### config.mk
export PLATFORM = sky130hd
export DESIGN_NAME = ssm_master
export DESIGN_NICKNAME = d
export VERILOG_FILES = /design/src/rtl/ssm_pkg.sv /design/src/rtl/ssm_divider.sv /design/src/rtl/ssm_sequencer.sv /design/src/rtl/ssm_shifter.sv /design/src/rtl/ssm_master.sv
export SDC_FILE = /design/constraint.sdc
export NUM_CORES = 1
export LEC_CHECK = 0
export ABC_AREA = 1
export BUFFER_PORTS_ARGS = -buffer_cell sky130_fd_sc_hd__clkbuf_2
export CORE_MARGIN = 8
export CORE_UTILIZATION = 50
export DETAILED_ROUTE_END_ITERATION = 7
export PLACE_DENSITY = 0.78
export SETUP_SLACK_MARGIN = 0.2
export SYNTH_ARGS = -nofsm -noshare
export SYNTH_HDL_FRONTEND = slang
export SYNTH_HIERARCHICAL = 1
export SYNTH_SLANG_ARGS = --single-unit
### constraint.sdc
create_clock -name clk -period 2.7 [get_ports clk]
set_clock_uncertainty 0.15 [all_clocks]
set_input_delay 0.135 -clock clk [delete_from_list [all_inputs] [get_ports clk]]
set_output_delay 0.135 -clock clk [all_outputs]
set_load 0.05 [all_outputs]
### src/rtl/ssm_pkg.sv
package ssm_pkg;

  typedef enum logic [1:0] {
    SSM_A_DATA = 2'd0,
    SSM_A_CTRL = 2'd1,
    SSM_A_STAT = 2'd2,
    SSM_A_NONE = 2'd3
  } ssm_addr_e;

  // control byte layout, low six bits carry function
  localparam int unsigned CTL_EN_LO  = 0;
  localparam int unsigned CTL_TX_BIT = 2;
  localparam int unsigned CTL_GO_BIT = 3;
  localparam int unsigned CTL_DV_LO  = 4;
  localparam int unsigned CTL_USED   = 6;

  // half serial period in system clocks for a divider code
  function automatic int unsigned ssm_half_len(input int unsigned code);
    return 32'd1 << code;
  endfunction

  // half-period index at which the serial clock is high
  function automatic logic ssm_high_half(input int unsigned ph);
    return (ph[0] == 1'b1) && (ph >= 3);
  endfunction

  // whole transfer length in half periods: lead period plus two per bit
  function automatic int unsigned ssm_halves(input int unsigned bits);
    return 2 + 2 * bits;
  endfunction

endpackage

### src/rtl/ssm_divider.sv
module ssm_divider
  import ssm_pkg::*;
#(
  parameter int unsigned DIVW = 2
) (
  input  logic            clk,
  input  logic            rst_n,
  input  logic            run,
  input  logic [DIVW-1:0] code,
  output logic            tick
);
  localparam int unsigned MAXH = 1 << ((1 << DIVW) - 1);
  localparam int unsigned CW   = (MAXH > 1) ? $clog2(MAXH) : 1;

  logic [CW-1:0] cnt;
  logic [CW-1:0] lim;

  assign lim  = CW'(ssm_half_len(int'(code)) - 1);
  assign tick = run && (cnt == lim);

  always_ff @(posedge clk or negedge rst_n) begin
    if (!rst_n) begin
      cnt <= '0;
    end else if (!run || tick) begin
      cnt <= '0;
    end else begin
      cnt <= cnt + 1'b1;
    end
  end

endmodule

### src/rtl/ssm_sequencer.sv
module ssm_sequencer
  import ssm_pkg::*;
#(
  parameter int unsigned DW = 8
) (
  input  logic clk,
  input  logic rst_n,
  input  logic start,
  input  logic tick,
  output logic busy,
  output logic sclk,
  output logic rise_ev,
  output logic fall_ev,
  output logic last_ev
);
  localparam int unsigned NHALF = ssm_halves(DW);
  localparam int unsigned PHW   = $clog2(NHALF + 1);
  localparam logic [PHW-1:0] LAST = PHW'(NHALF - 1);

  logic [PHW-1:0] ph;
  logic [PHW-1:0] ph_nx;
  logic           at_last;

  assign ph_nx   = ph + 1'b1;
  assign at_last = (ph == LAST);
  assign last_ev = busy && tick && at_last;
  assign rise_ev = busy && tick && !at_last && ssm_high_half(int'(ph_nx));
  assign fall_ev = busy && tick && !at_last && ssm_high_half(int'(ph));

  always_ff @(posedge clk or negedge rst_n) begin
    if (!rst_n) begin
      busy <= 1'b0;
      ph   <= '0;
      sclk <= 1'b0;
    end else if (start) begin
      busy <= 1'b1;
      ph   <= '0;
      sclk <= 1'b0;
    end else if (busy && tick) begin
      if (at_last) begin
        busy <= 1'b0;
        ph   <= '0;
        sclk <= 1'b0;
      end else begin
        ph   <= ph_nx;
        sclk <= ssm_high_half(int'(ph_nx));
      end
    end
  end

endmodule

### src/rtl/ssm_shifter.sv
module ssm_shifter #(
  parameter int unsigned DW = 8
) (
  input  logic          clk,
  input  logic          rst_n,
  input  logic          load,
  input  logic [DW-1:0] load_val,
  input  logic          shift_out,
  input  logic          shift_in,
  input  logic          sin,
  output logic [DW-1:0] q
);

  always_ff @(posedge clk or negedge rst_n) begin
    if (!rst_n) begin
      q <= '0;
    end else if (load) begin
      q <= load_val;
    end else if (shift_in) begin
      q <= {q[DW-2:0], sin};
    end else if (shift_out) begin
      q <= {q[DW-2:0], 1'b0};
    end
  end

endmodule

### src/rtl/ssm_master.sv
module ssm_master
  import ssm_pkg::*;
#(
  parameter int unsigned DW   = 8,
  parameter int unsigned DIVW = 2,
  parameter int unsigned NEN  = 2
) (
  input  logic          clk,
  input  logic          rst_n,
  input  logic          bus_wr,
  input  logic          bus_rd,
  input  logic [1:0]    bus_addr,
  input  logic [DW-1:0] bus_wdata,
  output logic [DW-1:0] bus_rdata,
  output logic [NEN-1:0] dev_en,
  output logic          sclk,
  output logic          sdata_out,
  output logic          sdata_oe,
  input  logic          sdata_in
);
  localparam int unsigned SPW = DW - CTL_USED;

  // named internal events
  logic busy_w, go_w, ctl_wr_w, stat_rd_w, data_wr_w;
  logic tick_w, rise_w, fall_w, last_w;

  logic [DW-1:0]   hold_q;
  logic [DW-1:0]   shreg;
  logic [NEN-1:0]  en_q;
  logic            tx_q;
  logic [DIVW-1:0] div_q;
  logic [SPW-1:0]  spare_q;
  logic            txdone_q, rxdone_q;

  assign data_wr_w = bus_wr && (bus_addr == SSM_A_DATA);
  assign ctl_wr_w  = bus_wr && (bus_addr == SSM_A_CTRL) && !busy_w;
  assign go_w      = ctl_wr_w && bus_wdata[CTL_GO_BIT];
  assign stat_rd_w = bus_rd && (bus_addr == SSM_A_STAT);

  always_ff @(posedge clk or negedge rst_n) begin
    if (!rst_n) begin
      hold_q <= '0;
    end else if (data_wr_w) begin
      hold_q <= bus_wdata;
    end
  end

  always_ff @(posedge clk or negedge rst_n) begin
    if (!rst_n) begin
      en_q    <= '0;
      tx_q    <= 1'b0;
      div_q   <= '0;
      spare_q <= '0;
    end else if (ctl_wr_w) begin
      en_q    <= bus_wdata[CTL_EN_LO +: NEN];
      tx_q    <= bus_wdata[CTL_TX_BIT];
      div_q   <= bus_wdata[CTL_DV_LO +: DIVW];
      spare_q <= bus_wdata[DW-1:CTL_USED];
    end
  end

  always_ff @(posedge clk or negedge rst_n) begin
    if (!rst_n) begin
      txdone_q <= 1'b0;
      rxdone_q <= 1'b0;
    end else if (last_w) begin
      txdone_q <= tx_q;
      rxdone_q <= !tx_q;
    end else if (stat_rd_w) begin
      txdone_q <= 1'b0;
      rxdone_q <= 1'b0;
    end
  end

  ssm_divider #(.DIVW(DIVW)) u_div (
    .clk  (clk),
    .rst_n(rst_n),
    .run  (busy_w),
    .code (div_q),
    .tick (tick_w)
  );

  ssm_sequencer #(.DW(DW)) u_seq (
    .clk    (clk),
    .rst_n  (rst_n),
    .start  (go_w),
    .tick   (tick_w),
    .busy   (busy_w),
    .sclk   (sclk),
    .rise_ev(rise_w),
    .fall_ev(fall_w),
    .last_ev(last_w)
  );

  ssm_shifter #(.DW(DW)) u_shf (
    .clk      (clk),
    .rst_n    (rst_n),
    .load     (go_w),
    .load_val (hold_q),
    .shift_out(fall_w && tx_q),
    .shift_in (rise_w && !tx_q),
    .sin      (sdata_in),
    .q        (shreg)
  );

  assign dev_en    = en_q;
  assign sdata_oe  = busy_w && tx_q;
  assign sdata_out = sdata_oe && shreg[DW-1];

  always_comb begin
    bus_rdata = '0;
    case (bus_addr)
      SSM_A_DATA: bus_rdata = shreg;
      SSM_A_CTRL: begin
        bus_rdata[CTL_EN_LO +: NEN]   = en_q;
        bus_rdata[CTL_TX_BIT]         = tx_q;
        bus_rdata[CTL_DV_LO +: DIVW]  = div_q;
        bus_rdata[DW-1:CTL_USED]      = spare_q;
      end
      SSM_A_STAT: bus_rdata[2:0] = {rxdone_q, txdone_q, busy_w};
      default:    bus_rdata = '0;
    endcase
  end

endmodule

==> impl_results.md <==
- Yosys warning total: 6
- Status: finished, final reports clean
- ANT cells: 0
- Crit share post-route: 82.3%
- Die Y: 78.5 um
- Fin worst setup slack: 478 ps
- Final setup fails: 0
- Fmax: 450 MHz
- Cells after Synth: 258
- Buf/Inv on CP: 3
- Hold Path Class: in -> reg
- Vias: 1788
- Delay-heaviest family, CP: simple AND/OR/NAND/NOR gates
- Sink Count: 35
- Synth unique cells: 27
- Sequential fraction of the synthesis area: 44.9%
- Yosys reg bits: 35
- Reg2reg path depth: 15
- GP Congestion: 0.863
- P&R area growth vs syn: 18.6%
- TritonCTS Buffers: 5
- Vias in the first global route: 1723
- Antenna violations before repair: 0
- Core Area: 0.00372 mm^2
- # H-tree levels: 2
- Unrepaired setup endpoints after global routing: no
- Rows: 22
- Syn Std Cell Area: 0.00195 mm^2
- Post-Route WL: 4440 um
- Routed Antenna Nets: 0
- Worst hold path cell count: 4
- Post-Synth Simple-Gate Area: 41.2%
- Largest net degree at the start of global routing: 36
- Total grt overflow: 0
- Initial DRT Pass Iterations: 5
- Fin nets: 319
- Min Hold Slack: 14.3 ps
- Slowest stage delay, CP: 450 ps
- CTS Root Cell: clkbuf_8
- PortBufs: 27
- DP Area: 0.00212 mm^2
- Critical path depth: 15
- Fillers: 330
- Fin area: 0.00231 mm^2
- Synth Area in Adders: 2.57%
- Worst setup EP type: register
- Commonest non-fill, non-tap cell in the layout: nand2_1
- Largest fanout on the critical path: 7
- Hpwl dp: 3250 um
- Final Hold Fails: 0
- Non-filler cells in the finished layout: 348
- IO Pins: 28
- Pre-CTS WS: 402 ps
- Slew headroom: 44.8%
- Post-Syn Area per Cell: 7.56 um^2
- Full die area: 0.00616 mm^2
- Crit path required time: 2770 ps
- Average wire per standard cell: 12.8 um
- Most frequent cells in the layout: nand2_1, nand3_1, dfrtp_1
- Clock transition at the registers of the reported paths: 70 ps
- Fin crit period: 2220 ps
- Final Slew Violations: 0
- Largest family of logic cells by synthesized area: simple AND/OR/NAND/NOR gates
- Slew @ Worst Pin: 828 ps
- CP Class: reg -> reg
- Layout cell share with drive strength beyond 1: 20.0%
- Buffer levels on the longest clock path: 2
- Inst Count DP: 331
- Total GRT Usage: 15.7%
- Layout Utilization: 62.3%
- Arrival time worst endpoint: 2290 ps
- Maxcap violations: 0
- CP max stage cell: dfrtp_1
- Xor and xnor fraction of the mapped netlist area: 1.35%
- Static Leak: 1.26 nW
- DRC Markers: 0
- Critical Path, Cell by Cell: nor2_1 > nand2_1 > nand2_1 > nand3_2 > nor2_1 > nand2_2 > inv_2 > nand3_1 > a21oi_1 > nand2_1 > inv_2 > clkinvlp_4 > nand2_4 > nand2_1 > nand2_1
- Post-CTS setup buffers: 0
- Compound-cell area share of the yosys netlist: 2.82%
- Syn_nets: 277
- First-pass GRT wire length: 7870 um
- Starting Density: 52.5%
- TNS Setup: 0 ps
- DR iter-0 viols: 135
- CTS tree: yes
- Post-synthesis mux area share: 0%
- DIE WIDTH: 78.5 um
- DR vias/cell: 5.14
- Overall Power: 2.42 mW
- Max VDD drop: 0.651 mV
- Worst Setup Start Kind: register
- Clock Latency Late Sink: 290 ps
- PwrDens: 1050 mW/mm^2
- Most used cell, CP: nand2_1
worst min-delay path: cells and delay by family:
family,cells,cell delay [ps]
buffers and inverters,1,80
and+or+nand+nor,3,210
layout make-up:
cell class              instances  area [um^2]  share of cell area (%)
flip-flops and latches         35          876                    37.9
clock inverters                 1         5.00                   0.216
well taps                      48         60.1                    2.60
repair inverters                1         7.51                   0.324
clock buffers                   6         82.6                    3.57
repair buffers                 38          240                    10.4
inverters                      26          103                    4.43
multi-input cells             193          940                    40.6
what timing repair did:
| action | 4_1_cts | 5_1_grt |
|---|---|---|
| setup endpoints to repair | 0 | 8 |
| endpoints found under the hold margin | 50 | 0 |
| hold buffers | 9 | 0 |
| resized for setup | 0 | 6 |
cells in the mapped netlist (all sizes together):
cell	number	area share, %
a21oi	2	0.51
nand3	42	12
ha	4	2.6
nor3	1	0.26
clkinv	2	0.45
xnor2	2	0.90
o22ai	4	1.3
xor2	1	0.45
dfrtp	35	45
nand2	112	22
buf	4	2.1
nor2	19	6.2
or2	1	0.32
inv	24	4.6
o21ai	4	1.0
nand4	1	0.32
layer usage:
metal / track usage, % / routed length, um / up-vias / part of all wire, %
met1: 21.1 / 2130 / 826 / 48
met5: 0 / 0 / - / 0
met4: 7.59 / 104 / 0 / 2.3
li1: - / - / 895 / -
met2: 22.4 / 1890 / 57 / 43
met3: 4.78 / 311 / 10 / 7.0
kinds of logic (layout without fill, tap and decap cells):
logic type / after synthesis / in the layout
flip-flops: 35 / 35
AND/OR/NAND/NOR: 176 / 176
AO/OA/AOI/OAI: 10 / 10
adder cells (fa/ha/maj): 4 / 4
XOR/XNOR: 3 / 3
buffers and inverters: 30 / 72
state kept, by name, summed over array words and instances, names as in the netlist, 2 cells and up:
register and cells:
hold_q 8, u_shf/q 8, u_seq/ph 5, u_div/cnt 3, dev_en 2, div_q 2
spare_q 2
final timing paths:
check / startpoint / endpoint / slack (ps)
hold reg to reg: hold_q[2]$_DFFE_PN0P_ / hold_q[2]$_DFFE_PN0P_ / 330
max in group asynchronous: rst_n / u_shf/q[4]$_DFFE_PN0P_ / 1550
hold / removal: bus_rd / txdone_q$_DFFE_PN0P_ / 10
min in group asynchronous: rst_n / spare_q[0]$_DFFE_PN0P_ / 330
setup / recovery: div_q[1]$_DFFE_PN0P_ / u_shf/q[3]$_DFFE_PN0P_ / 480
setup reg to reg: div_q[1]$_DFFE_PN0P_ / u_shf/q[3]$_DFFE_PN0P_ / 480
where the power goes:
part	internal, mW	total, mW	leakage [nW]	switching [mW]
Clock	0.200	0.377	0.0470	0.177
Combinational	0.380	1.13	0.763	0.752
Sequential	0.705	0.909	0.453	0.205
Total	1.28	2.42	1.26	1.13
No activity file was read; power rests on OpenSTA's default activity.
